**config.mk**
```make
export PLATFORM = sky130hd
export DESIGN_NAME = conv_readout_seq
export DESIGN_NICKNAME = d
export VERILOG_FILES = /design/src/rtl/rdseq_pkg.sv /design/src/rtl/rdseq_sync.sv /design/src/rtl/rdseq_shift.sv /design/src/rtl/rdseq_drop.sv /design/src/rtl/conv_readout_seq.sv
export SDC_FILE = /design/constraint.sdc
export NUM_CORES = 1
export LEC_CHECK = 0
export ABC_AREA = 0
export BUFFER_PORTS_ARGS = -buffer_cell sky130_fd_sc_hd__buf_2
export CAP_MARGIN = 5
export CORE_MARGIN = 2
export CORE_UTILIZATION = 44
export CTS_BUF_LIST = sky130_fd_sc_hd__clkbuf_16
export CTS_CLUSTER_DIAMETER = 40
export DETAILED_ROUTE_END_ITERATION = 16
export SLEW_MARGIN = 0
export SYNTH_ARGS = -nofsm -noshare
export SYNTH_HDL_FRONTEND = slang
export SYNTH_HIERARCHICAL = 1
export SYNTH_SLANG_ARGS = --single-unit
```
**constraint.sdc**
```tcl
create_clock -name clk -period 7.9 [get_ports clk]
set_input_delay 1.185 -clock clk [delete_from_list [all_inputs] [get_ports clk]]
set_output_delay 1.185 -clock clk [all_outputs]
set_load 0.02 [all_outputs]
```
**src/rtl/rdseq_pkg.sv**
```systemverilog
package rdseq_pkg;
   localparam int DATA_W = 20;
   localparam int IDX_W  = 5;

   typedef enum logic [2:0] {
      OP_READ  = 3'd0,
      OP_FORCE = 3'd1,
      OP_FULL  = 3'd2,
      OP_CAL   = 3'd3,
      OP_SLEEP = 3'd4,
      OP_WAKE  = 3'd5
   } op_e;

   typedef enum logic [2:0] {
      S_IDLE,
      S_WAIT,
      S_HI,
      S_LO,
      S_CALW,
      S_PARK
   } st_e;

   localparam logic [IDX_W-1:0] CAL_LEN = 5'd26;

   function automatic logic [IDX_W-1:0] frame_len(input logic [2:0] op);
      case (op)
         3'd0:    return 5'd20;
         3'd1:    return 5'd21;
         3'd2:    return 5'd24;
         default: return CAL_LEN;
      endcase
   endfunction
endpackage

```
**src/rtl/rdseq_sync.sv**
```systemverilog
module rdseq_sync #(
   parameter int STAGES = 2
) (
   input  logic clk,
   input  logic rst_n,
   input  logic d,
   output logic q
);
   logic [STAGES-1:0] ff_q;

   always_ff @(posedge clk or negedge rst_n) begin
      if (!rst_n) ff_q <= '1;
      else        ff_q <= {ff_q[STAGES-2:0], d};
   end

   assign q = ff_q[STAGES-1];
endmodule

```
**src/rtl/rdseq_shift.sv**
```systemverilog
module rdseq_shift #(
   parameter int DW    = 20,
   parameter int OUT_W = 32
) (
   input  logic             clk,
   input  logic             rst_n,
   input  logic             clr,
   input  logic             shift_en,
   input  logic             bit_in,
   output logic [OUT_W-1:0] word
);
   logic [DW-1:0] sr_q;

   always_ff @(posedge clk or negedge rst_n) begin
      if (!rst_n)        sr_q <= '0;
      else if (clr)      sr_q <= '0;
      else if (shift_en) sr_q <= {sr_q[DW-2:0], bit_in};
   end

   if (OUT_W > DW) begin : g_ext
      assign word = {{(OUT_W-DW){sr_q[DW-1]}}, sr_q};
   end else begin : g_same
      assign word = sr_q[OUT_W-1:0];
   end
endmodule

```
**src/rtl/rdseq_drop.sv**
```systemverilog
module rdseq_drop #(
   parameter int DROP_W = 4
) (
   input  logic              clk,
   input  logic              rst_n,
   input  logic              load,
   input  logic [DROP_W-1:0] load_val,
   input  logic              clear,
   input  logic              consume,
   output logic              pending
);
   logic [DROP_W-1:0] cnt_q;

   always_ff @(posedge clk or negedge rst_n) begin
      if (!rst_n)                 cnt_q <= '0;
      else if (load)              cnt_q <= load_val;
      else if (clear)             cnt_q <= '0;
      else if (consume && pending) cnt_q <= cnt_q - 1'b1;
   end

   assign pending = (cnt_q != '0);
endmodule

```
**src/rtl/conv_readout_seq.sv**
```systemverilog
module conv_readout_seq
   import rdseq_pkg::*;
#(
   parameter int OUT_W       = 32,
   parameter int HALF_CYC    = 5,
   parameter int SYNC_STAGES = 2,
   parameter int TIMEOUT_CYC = 1000000,
   parameter int DROP_W      = 4
) (
   input  logic              clk,
   input  logic              rst_n,
   input  logic              cmd_valid,
   input  logic [2:0]        cmd_op,
   input  logic              mux_changed,
   input  logic [DROP_W-1:0] drop_count,
   input  logic              sdo_in,
   output logic              sclk,
   output logic              busy,
   output logic [OUT_W-1:0]  result,
   output logic              result_valid,
   output logic              timeout_err
);
   localparam int HC_W = $clog2(HALF_CYC + 1);
   localparam int TO_W = $clog2(TIMEOUT_CYC + 1);

   if (OUT_W < DATA_W) begin : g_bad_width
      $error("OUT_W must be at least the result width");
   end
   if (HALF_CYC < SYNC_STAGES + 1) begin : g_bad_half
      $error("HALF_CYC too short for sampling after the synchronizer");
   end
   if (SYNC_STAGES < 2) begin : g_bad_sync
      $error("SYNC_STAGES must be at least 2");
   end
   if (TIMEOUT_CYC < 2) begin : g_bad_to
      $error("TIMEOUT_CYC must be at least 2");
   end

   st_e              st_q;
   logic [HC_W-1:0]  hc_q;
   logic [TO_W-1:0]  to_q;
   logic [IDX_W-1:0] idx_q;
   logic [IDX_W-1:0] len_q;
   logic             sclk_q, err_q, val_q;
   logic [OUT_W-1:0] res_q;
   logic             sdo_s;
   logic [OUT_W-1:0] word;
   logic             pending;

   logic half_done, to_done, accept_rd, shift_en, frame_end, wake_ok;

   assign half_done = (hc_q == HC_W'(HALF_CYC - 1));
   assign to_done   = (to_q == TO_W'(TIMEOUT_CYC - 1));
   assign accept_rd = (st_q == S_IDLE) && cmd_valid && (cmd_op <= OP_CAL);
   assign wake_ok   = (st_q == S_PARK) && cmd_valid && (cmd_op == OP_WAKE);
   assign shift_en  = (st_q == S_HI) && half_done && (idx_q < IDX_W'(DATA_W));
   assign frame_end = (st_q == S_LO) && half_done && (idx_q == len_q - 5'd1);

   rdseq_sync #(.STAGES(SYNC_STAGES)) i_sync (
      .clk(clk), .rst_n(rst_n), .d(sdo_in), .q(sdo_s));

   rdseq_shift #(.DW(DATA_W), .OUT_W(OUT_W)) i_shift (
      .clk(clk), .rst_n(rst_n), .clr(accept_rd), .shift_en(shift_en),
      .bit_in(sdo_s), .word(word));

   rdseq_drop #(.DROP_W(DROP_W)) i_drop (
      .clk(clk), .rst_n(rst_n), .load(mux_changed), .load_val(drop_count),
      .clear((frame_end && len_q == CAL_LEN) || wake_ok),
      .consume(frame_end && len_q != CAL_LEN), .pending(pending));

   always_ff @(posedge clk or negedge rst_n) begin
      if (!rst_n) begin
         st_q   <= S_IDLE;
         hc_q   <= '0;
         to_q   <= '0;
         idx_q  <= '0;
         len_q  <= '0;
         sclk_q <= 1'b0;
         err_q  <= 1'b0;
         val_q  <= 1'b0;
         res_q  <= '0;
      end else begin
         val_q <= 1'b0;
         case (st_q)
            S_IDLE: begin
               if (accept_rd) begin
                  st_q  <= S_WAIT;
                  len_q <= frame_len(cmd_op);
                  to_q  <= '0;
                  err_q <= 1'b0;
               end else if (cmd_valid && cmd_op == OP_SLEEP) begin
                  st_q   <= S_PARK;
                  sclk_q <= 1'b1;
               end
            end
            S_WAIT: begin
               if (!sdo_s) begin
                  st_q   <= S_HI;
                  sclk_q <= 1'b1;
                  hc_q   <= '0;
                  idx_q  <= '0;
               end else if (to_done) begin
                  err_q <= 1'b1;
                  st_q  <= S_IDLE;
               end else begin
                  to_q <= to_q + 1'b1;
               end
            end
            S_HI: begin
               if (half_done) begin
                  hc_q   <= '0;
                  sclk_q <= 1'b0;
                  st_q   <= S_LO;
               end else begin
                  hc_q <= hc_q + 1'b1;
               end
            end
            S_LO: begin
               if (half_done) begin
                  hc_q <= '0;
                  if (frame_end) begin
                     if (len_q == CAL_LEN) begin
                        st_q <= S_CALW;
                        to_q <= '0;
                     end else begin
                        st_q <= S_IDLE;
                        if (!pending) begin
                           val_q <= 1'b1;
                           res_q <= word;
                        end
                     end
                  end else begin
                     idx_q  <= idx_q + 1'b1;
                     sclk_q <= 1'b1;
                     st_q   <= S_HI;
                  end
               end else begin
                  hc_q <= hc_q + 1'b1;
               end
            end
            S_CALW: begin
               if (!sdo_s) begin
                  st_q <= S_IDLE;
               end else if (to_done) begin
                  err_q <= 1'b1;
                  st_q  <= S_IDLE;
               end else begin
                  to_q <= to_q + 1'b1;
               end
            end
            S_PARK: begin
               if (wake_ok) begin
                  sclk_q <= 1'b0;
                  st_q   <= S_IDLE;
               end
            end
            default: st_q <= S_IDLE;
         endcase
      end
   end

   assign sclk         = sclk_q;
   assign busy         = (st_q != S_IDLE) && (st_q != S_PARK);
   assign result       = res_q;
   assign result_valid = val_q;
   assign timeout_err  = err_q;
endmodule

```
==> results of run 1 <==
-- per-stage QoR --
step	utilization	cell area (µm²)	setup slack, ns	instances	power [mW]
CTS	0.496	5330	4.63	631	1.40
global placement	0.470	5050	4.54	615	0.968
global route	0.496	5330	4.33	631	1.47
floorplan	-	4800	5.02	455	0.900
detailed placement	0.470	5050	4.44	615	0.979
finish	0.496	5330	4.64	631	1.38
-- cells in the final DEF, fill, tap and decap left out, types with 13 or more instances in the layout --
| cell | instances |
|---|---|
| nand2_1 | 39 |
| o21ai_0 | 26 |
| dfrtp_1 | 95 |
| buf_2 | 46 |
| nand3_1 | 15 |
| nor2_1 | 40 |
| inv_1 | 13 |
| mux2_2 | 33 |
| mux2i_1 | 21 |
| a21oi_1 | 24 |
-- Yosys cell counts, types with 2 or more instances --
cell / n
and3b_1: 2
nor3_2: 2
a31oi_1: 3
or3b_1: 2
xnor2_1: 7
mux2_2: 33
nand2b_1: 3
or2_2: 3
nor2_1: 40
a21oi_1: 24
nand3_1: 15
and4_1: 3
a22o_1: 2
nor3_1: 11
ha_1: 8
and2_1: 4
o31ai_1: 8
clkbuf_1: 11
nor2b_1: 6
mux2i_1: 21
buf_4: 15
o21bai_1: 2
nand2_1: 39
and3_1: 9
dfstp_2: 2
or3_1: 7
or4_1: 6
a21o_1: 2
inv_1: 12
dfrtp_1: 95
nor4_1: 2
xor2_1: 2
o31ai_2: 2
o21ai_0: 26
nand4_1: 2
o21a_1: 2
buf_6: 2
-- flip-flops by register name, indices dropped and copies added, names as in the netlist --
signal,cells
hc_q,3
sclk,1
i_shift/sr_q,20
i_drop/cnt_q,4
to_q,20
len_q,5
idx_q,5
st_q,3
timeout_err,1
result_valid,1
result,32
i_sync/ff_q,2
-- power by group --
group	total (mW)	internal [mW]	switching, mW	leakage [nW]
Sequential	0.646	0.567	0.0797	1.31
Combinational	0.322	0.131	0.192	1.09
Clock	0.410	0.217	0.193	0.140
-- final cells by class --
| type | count | share of cell area |
|---|---|---|
| inverters | 12 | 0.00845 |
| well taps | 140 | 0.0329 |
| multi-input cells | 316 | 0.402 |
| repair buffers | 50 | 0.0488 |
| clock inverters | 7 | 0.0101 |
| flip-flops and latches | 97 | 0.456 |
| clock buffers | 9 | 0.0422 |
-- cells by family after synthesis --
family | Yosys count
compound gates | 80
buf+inv | 42
simple gates | 165
fa+ha+maj | 8
xor+xnor | 9
mux | 54
flops | 97
-- per-layer routing --
layer	wire [µm]	vias up	part of all wire
li1	-	1674	-
met4	87	0	0.0094
met3	332	7	0.036
met1	4290	1691	0.46
met5	0	-	0
met2	4560	42	0.49
-- worst max path at each step --
stage                         start  slack (ns)  cells after the start                          end
2_1_floorplan             cmd_op[2]        5.02                      7         to_q[13]$_DFFE_PN0P_
3_3_place_gp              cmd_op[2]        4.54                      7         to_q[18]$_DFFE_PN0P_
3_5_place_dp              cmd_op[2]        4.44                      7         to_q[12]$_DFFE_PN0P_
4_1_cts        len_q[0]$_DFFE_PN0P_        4.63                     11  i_drop/cnt_q[3]$_DFFE_PN0P_
5_1_grt        len_q[0]$_DFFE_PN0P_        4.33                      8         to_q[10]$_DFFE_PN0P_
6_report       len_q[0]$_DFFE_PN0P_        4.64                     11  i_drop/cnt_q[3]$_DFFE_PN0P_
-- worst register-to-register path, stage by stage (launching register included) --
cell and delay, ns:
dfrtp_1 0.39, inv_1 0.09, ha_1 0.24, nor2b_1 0.14
or3_4 0.38, a311oi_4 0.55, nand2_1 0.26, nor2_1 0.25
or4b_4 0.50, nor3_2 0.12, a21oi_1 0.08, o31ai_2 0.17
==> results_dict.tcl, run 1 <==
set metrics [dict create \
    ys_warn_count 6 \
    synth_top_family_by_area "simple AND/OR/NAND/NOR gates" \
    cp_slowest_cell "a311oi_4" \
    grt_pass1_wl_mm 16.0 \
    synth-edff-count 0 \
    multiInputGateArea_um2 2140 \
    hold_buffers 0 \
    synth_ff_type "dfrtp_1" \
    status "finished, final reports clean" \
    hold_end "i_sync/ff_q[1]$_DFF_PN1_" \
    port-buffer-count 47 \
    area_growth_pct 11.0 \
    drive_gt1_frac 0.230 \
    synthSimpleGateAreaFrac 0.180 \
    finClkSkew_ns 0.00763 \
    synth_seq_area_share 0.506 \
    hold_path_depth 0 \
    die_area_um2 11800 \
    cts-root-buf "clkbuf_16" \
    fp.dieW_um 108 \
    cap_violations 0 \
    synth_area_leader_cell "dfrtp_1" \
    rsz0062_at_grt "false" \
    worstPathArrival_ns 3.50 \
    grt.met1_usage 0.228 \
    synthDistinctLibCells 57 \
    setup_viol 0 \
    drc 0 \
    grt_util_met2 0.279 \
    min_period_ns 3.26 \
    synth-adder-area-share 0.0208 \
    netlist_area_um2 4800 \
    synthCells 455 \
    muxShareOfSynthArea 0.121 \
    first_iter_violations 125 \
    grt_max_degree 64 \
    regArea_um2 2430 \
    diodes 0 \
    cts_max_path_buffers 2 \
    tns_ns 0 \
    first_global_vias 3362 \
    die_y_um 108 \
    async_flop_share 1.00 \
    tritoncts "built" \
    synth_compound_area_frac 0.107 \
    ys_ff_latch 97 \
    start_util 0.447 \
    antenna_found_initial 0 \
    max_slew.worst_pin.slew_ns 1.12 \
    path_delay_family "simple AND/OR/NAND/NOR gates" \
    grt_usage 0.170 \
    path_class "reg2reg" \
    fin_nets 506 \
    post_cts_buffers 0 \
    numCtsBuffers 9 \
    peakVddDrop_uv 138 \
    path_buf_inv 1 \
    synth_area_leaders "dfrtp_1 (50%), mux2_2 (7.7%), mux2i_1 (4.4%)" \
    crit_path_max_fanout 10 \
    avgRoutedWirePerCell_um 14.7 \
    cts_sinks 97 \
    timing.hold.ws_ns 0.360 \
    synth_top_area_share 0.495 \
    syn-num-nets 475 \
    min_from "i_sync/ff_q[0]$_DFF_PN1_" \
    reg2reg_slack_ns 4.64 \
    drtAntennaViolNets 0 \
    hold_path_class "reg2reg" \
    routed_wl_mm 9.28 \
    dpl.hpwl_mm 6.50 \
    synth_xor_area_frac 0.0164 \
    fmax_mhz 307 \
    coreArea_um2 10700 \
    finalMaxSlewViolations 0 \
    h-tree-depth 3 \
    gp_congestion 0.831 \
    core.rowCount 38 \
    hold_violations 0 \
    grt-ovfl-total 0 \
    post-route-period-util 0.412 \
    busiest_layer "met2" \
    r2r-start "len_q[0]$_DFFE_PN0P_" \
    cp-start-kind "flip-flop" \
    cellLeakagePower_nw 2.54 \
    clk_pin_slew_ns 0.07 \
    cts_resized 0 \
    dr.pass1.iters 4 \
    worstSkewPairLatency_ns 0.34 \
    use_met3 0.0344 \
    io_pins 48 \
    max_stage_delay_ns 0.55 \
    avgSynthCellArea_um2 10.6 \
    r2r-end "i_drop/cnt_q[3]$_DFFE_PN0P_" \
    path_cells "inv_1, ha_1, nor2b_1, or3_4, a311oi_4, nand2_1, nor2_1, or4b_4, nor3_2, a21oi_1, o31ai_2" \
    viasPerCell 5.41 \
    crit_required_ns 8.14 \
    via_count 3414 \
    fill_cells 989 \
    r2r_cells 11 \
    power_density_nw_per_um2 259 \
    max_slew_margin 0.253 \
    end_kind "flip-flop" \
]
(Power assumes the default switching activity.)
==> inputs of run 2 (changes only) <==
--- a/config.mk
+++ b/config.mk
@@ -5,7 +5,7 @@
 export SDC_FILE = /design/constraint.sdc
 export NUM_CORES = 1
 export LEC_CHECK = 0
-export ABC_AREA = 0
+export ABC_AREA = 1
 export BUFFER_PORTS_ARGS = -buffer_cell sky130_fd_sc_hd__buf_2
 export CAP_MARGIN = 5
 export CORE_MARGIN = 2
==> constraint.sdc (replaced) <==
create_clock -name clk -period 2.95 [get_ports clk]
set_input_delay 0.4425 -clock clk [delete_from_list [all_inputs] [get_ports clk]]
set_output_delay 0.4425 -clock clk [all_outputs]
set_load 0.02 [all_outputs]
==> results_dict.tcl, run 2 <==
set metrics [dict create \
    status "finished, final reports clean" \
    syn-num-nets 734 \
    synthCells 714 \
    synth_seq_area_share 0.460 \
    path_class "reg2reg" \
    finalMaxSlewViolations 0 \
    cellLeakagePower_nw 3.15 \
    synth_top_family_by_area "simple AND/OR/NAND/NOR gates" \
    fp.dieW_um 114 \
    worstSkewPairLatency_ns 0.35 \
    synth-adder-area-share 0.0190 \
    gp_congestion 0.923 \
    async_flop_share 1.00 \
    cts-root-buf "clkbuf_16" \
    first_iter_violations 258 \
    worstPathArrival_ns 2.60 \
    netlist_area_um2 5280 \
    avgRoutedWirePerCell_um 12.7 \
    io_pins 48 \
    port-buffer-count 47 \
    peakVddDrop_uv 360 \
    dr.pass1.iters 4 \
    area_growth_pct 11.1 \
    wl_met1_mm 5.77 \
    crit_path_max_fanout 21 \
    hold_path_class "in2async" \
    cts_sinks 97 \
    first_global_vias 4218 \
    final_common_cell "nand2_1" \
    coreArea_um2 11900 \
    start_util 0.445 \
    crit_required_ns 3.18 \
    synth_top_area_share 0.450 \
    finClkSkew_ns 0.00425 \
    setup_viol 0 \
    wl_met3_um 319 \
    fill_cells 1208 \
    placedCellCount 877 \
    drc 0 \
    die_y_um 114 \
    core.rowCount 40 \
    synth_xor_area_frac 0.0249 \
    fmax_mhz 422 \
    synth_area_leader_cell "dfrtp_1" \
    cap_violations 0 \
    ys_warn_count 6 \
    synth_most_common_cell "nand2_1" \
    synth-edff-count 0 \
    hold_violations 0 \
    max_slew.worst_pin.slew_ns 0.827 \
    max_slew_margin 0.448 \
    synthDistinctLibCells 33 \
    muxShareOfSynthArea 0 \
    p_total_mw 4.09 \
    avgSynthCellArea_um2 7.40 \
    grt_max_degree 54 \
    grt_pass1_wl_mm 19.9 \
    post-route-period-util 0.803 \
    post-place-ws_ns 0.0201 \
    cp-start-kind "flip-flop" \
    h-tree-depth 3 \
    synthSimpleGateAreaFrac 0.379 \
    via_count 4450 \
    drive_gt1_frac 0.141 \
    clk_pin_slew_ns 0.07 \
    grt-ovfl-total 0 \
    dpl.hpwl_mm 7.88 \
    instances_no_fill 893 \
    viasPerCell 4.98 \
    ys_ff_latch 97 \
    synth_ff_type "dfrtp_1" \
    tritoncts "built" \
    synth_area_leaders "dfrtp_1 (45%), nand2_1 (19%), nand3_1 (9.7%)" \
    die_area_um2 12900 \
    diodes 0 \
    power_density_nw_per_um2 698 \
    routed_wl_mm 11.3 \
    grt_usage 0.188 \
    end_kind "flip-flop" \
    synth_compound_area_frac 0.0291 \
    numCtsBuffers 9 \
    hold_buffers 0 \
    top_layer_used "met4" \
    cp-startpoint "st_q[0]$_DFFE_PN0P_" \
    synth_commonest_cells "nand2_1 (269), nand3_1 (102), dfrtp_1 (95)" \
    antenna_found_initial 0 \
    min_period_ns 2.37 \
    largest_reg_flops 32 \
    drtAntennaViolNets 0 \
    fin_nets 761 \
    final_cell_mix "nand2_1 (268), nand3_1 (102), dfrtp_1 (95)" \
    dr_wl_met2_mm 5.09 \
    setup_ws_ns 0.582 \
    tns_ns 0 \
    cts_max_path_buffers 2 \
    r2r-start "st_q[0]$_DFFE_PN0P_" \
    rsz0062_at_grt "false" \
]
==> run 2: changes by cell type after synthesis, moves of 11 or more <==
cell and delta:
a21oi_1 -16, inv_1 +29, inv_2 +14, mux2_2 -33, mux2i_1 -21, nand2_1 +230
nand3_1 +87, nor2_1 +36, o21ai_0 -18, xor2_1 +11
==> run 2: path summary, 6_finish.rpt <==
path,endpoint,slack [ns],depth (start not counted)
max,to_q[9]$_DFFE_PN0P_,0.58,11
min,result_valid$_DFF_PN0_,0.14,1
max reg2reg,to_q[9]$_DFFE_PN0P_,0.58,11
min reg2reg,i_sync/ff_q[1]$_DFF_PN1_,0.36,0
max in group asynchronous,result[2]$_DFFE_PN0P_,2.12,2
min in group clk,i_sync/ff_q[0]$_DFF_PN1_,0.20,1
==> run 2: power breakdown <==
| group | switching, mW | leakage (nW) | internal, mW | total, mW |
|---|---|---|---|---|
| logic | 0.845 | 1.67 | 0.324 | 1.17 |
| registers | 0.130 | 1.32 | 1.44 | 1.57 |
| clock network | 0.519 | 0.167 | 0.830 | 1.35 |
| total | 1.49 | 3.15 | 2.60 | 4.09 |
==> run 2: critical path: stages, from the launching register on <==
cell and delay [ns]:
dfrtp_1 0.51, nor2_1 0.12, nand2_2 0.12, inv_2 0.04, o21ai_1 0.13, nand2_1 0.10, inv_2 0.07, nand2_1 0.07
a21oi_4 0.45, nand2_2 0.39, nand2_1 0.17, nand2_1 0.07
==> run 2: final cells by class <==
cell class                 instances  area [µm²]  share of cell area
timing repair buffer              53         295              0.0503
clock buffer                       9         225              0.0384
inverter                          55         206              0.0352
clock inverter                     7         119              0.0203
tap                              147         184              0.0314
sequential                        97        2430               0.414
multi-input combinational        525        2410               0.410
==> run 2: through the flow <==
stage                     utilization  hold WS (ns)  cell area [µm²]
after global routing            0.495         0.188             5870
after CTS                       0.494         0.178             5860
after detailed placement        0.465         0.352             5510
after global placement          0.465         0.349             5510
final                           0.495         0.143             5870
after floorplan                     -         0.147             5280
==> run 2: layer usage <==
metal	vias to the layer above	GRT usage
li1	2296	-
met1	2062	0.268
met2	82	0.293
met3	10	0.0287
met4	0	0.0667
met5	-	0
==> run 2: logic make-up (layout without fill, tap and decap cells) <==
logic type / after synthesis / in the layout
AND/OR/NAND/NOR: 474 / 474
flip-flops: 97 / 97
buffers and inverters: 92 / 124
XOR/XNOR: 15 / 15
adder cells (fa/ha/maj): 8 / 8
AO/OA/AOI/OAI: 28 / 28
==> run 2: what timing repair did <==
action	4_1_cts	5_1_grt
setup endpoints to repair	0	20
gates resized for setup	0	2
buffers inserted	0	0
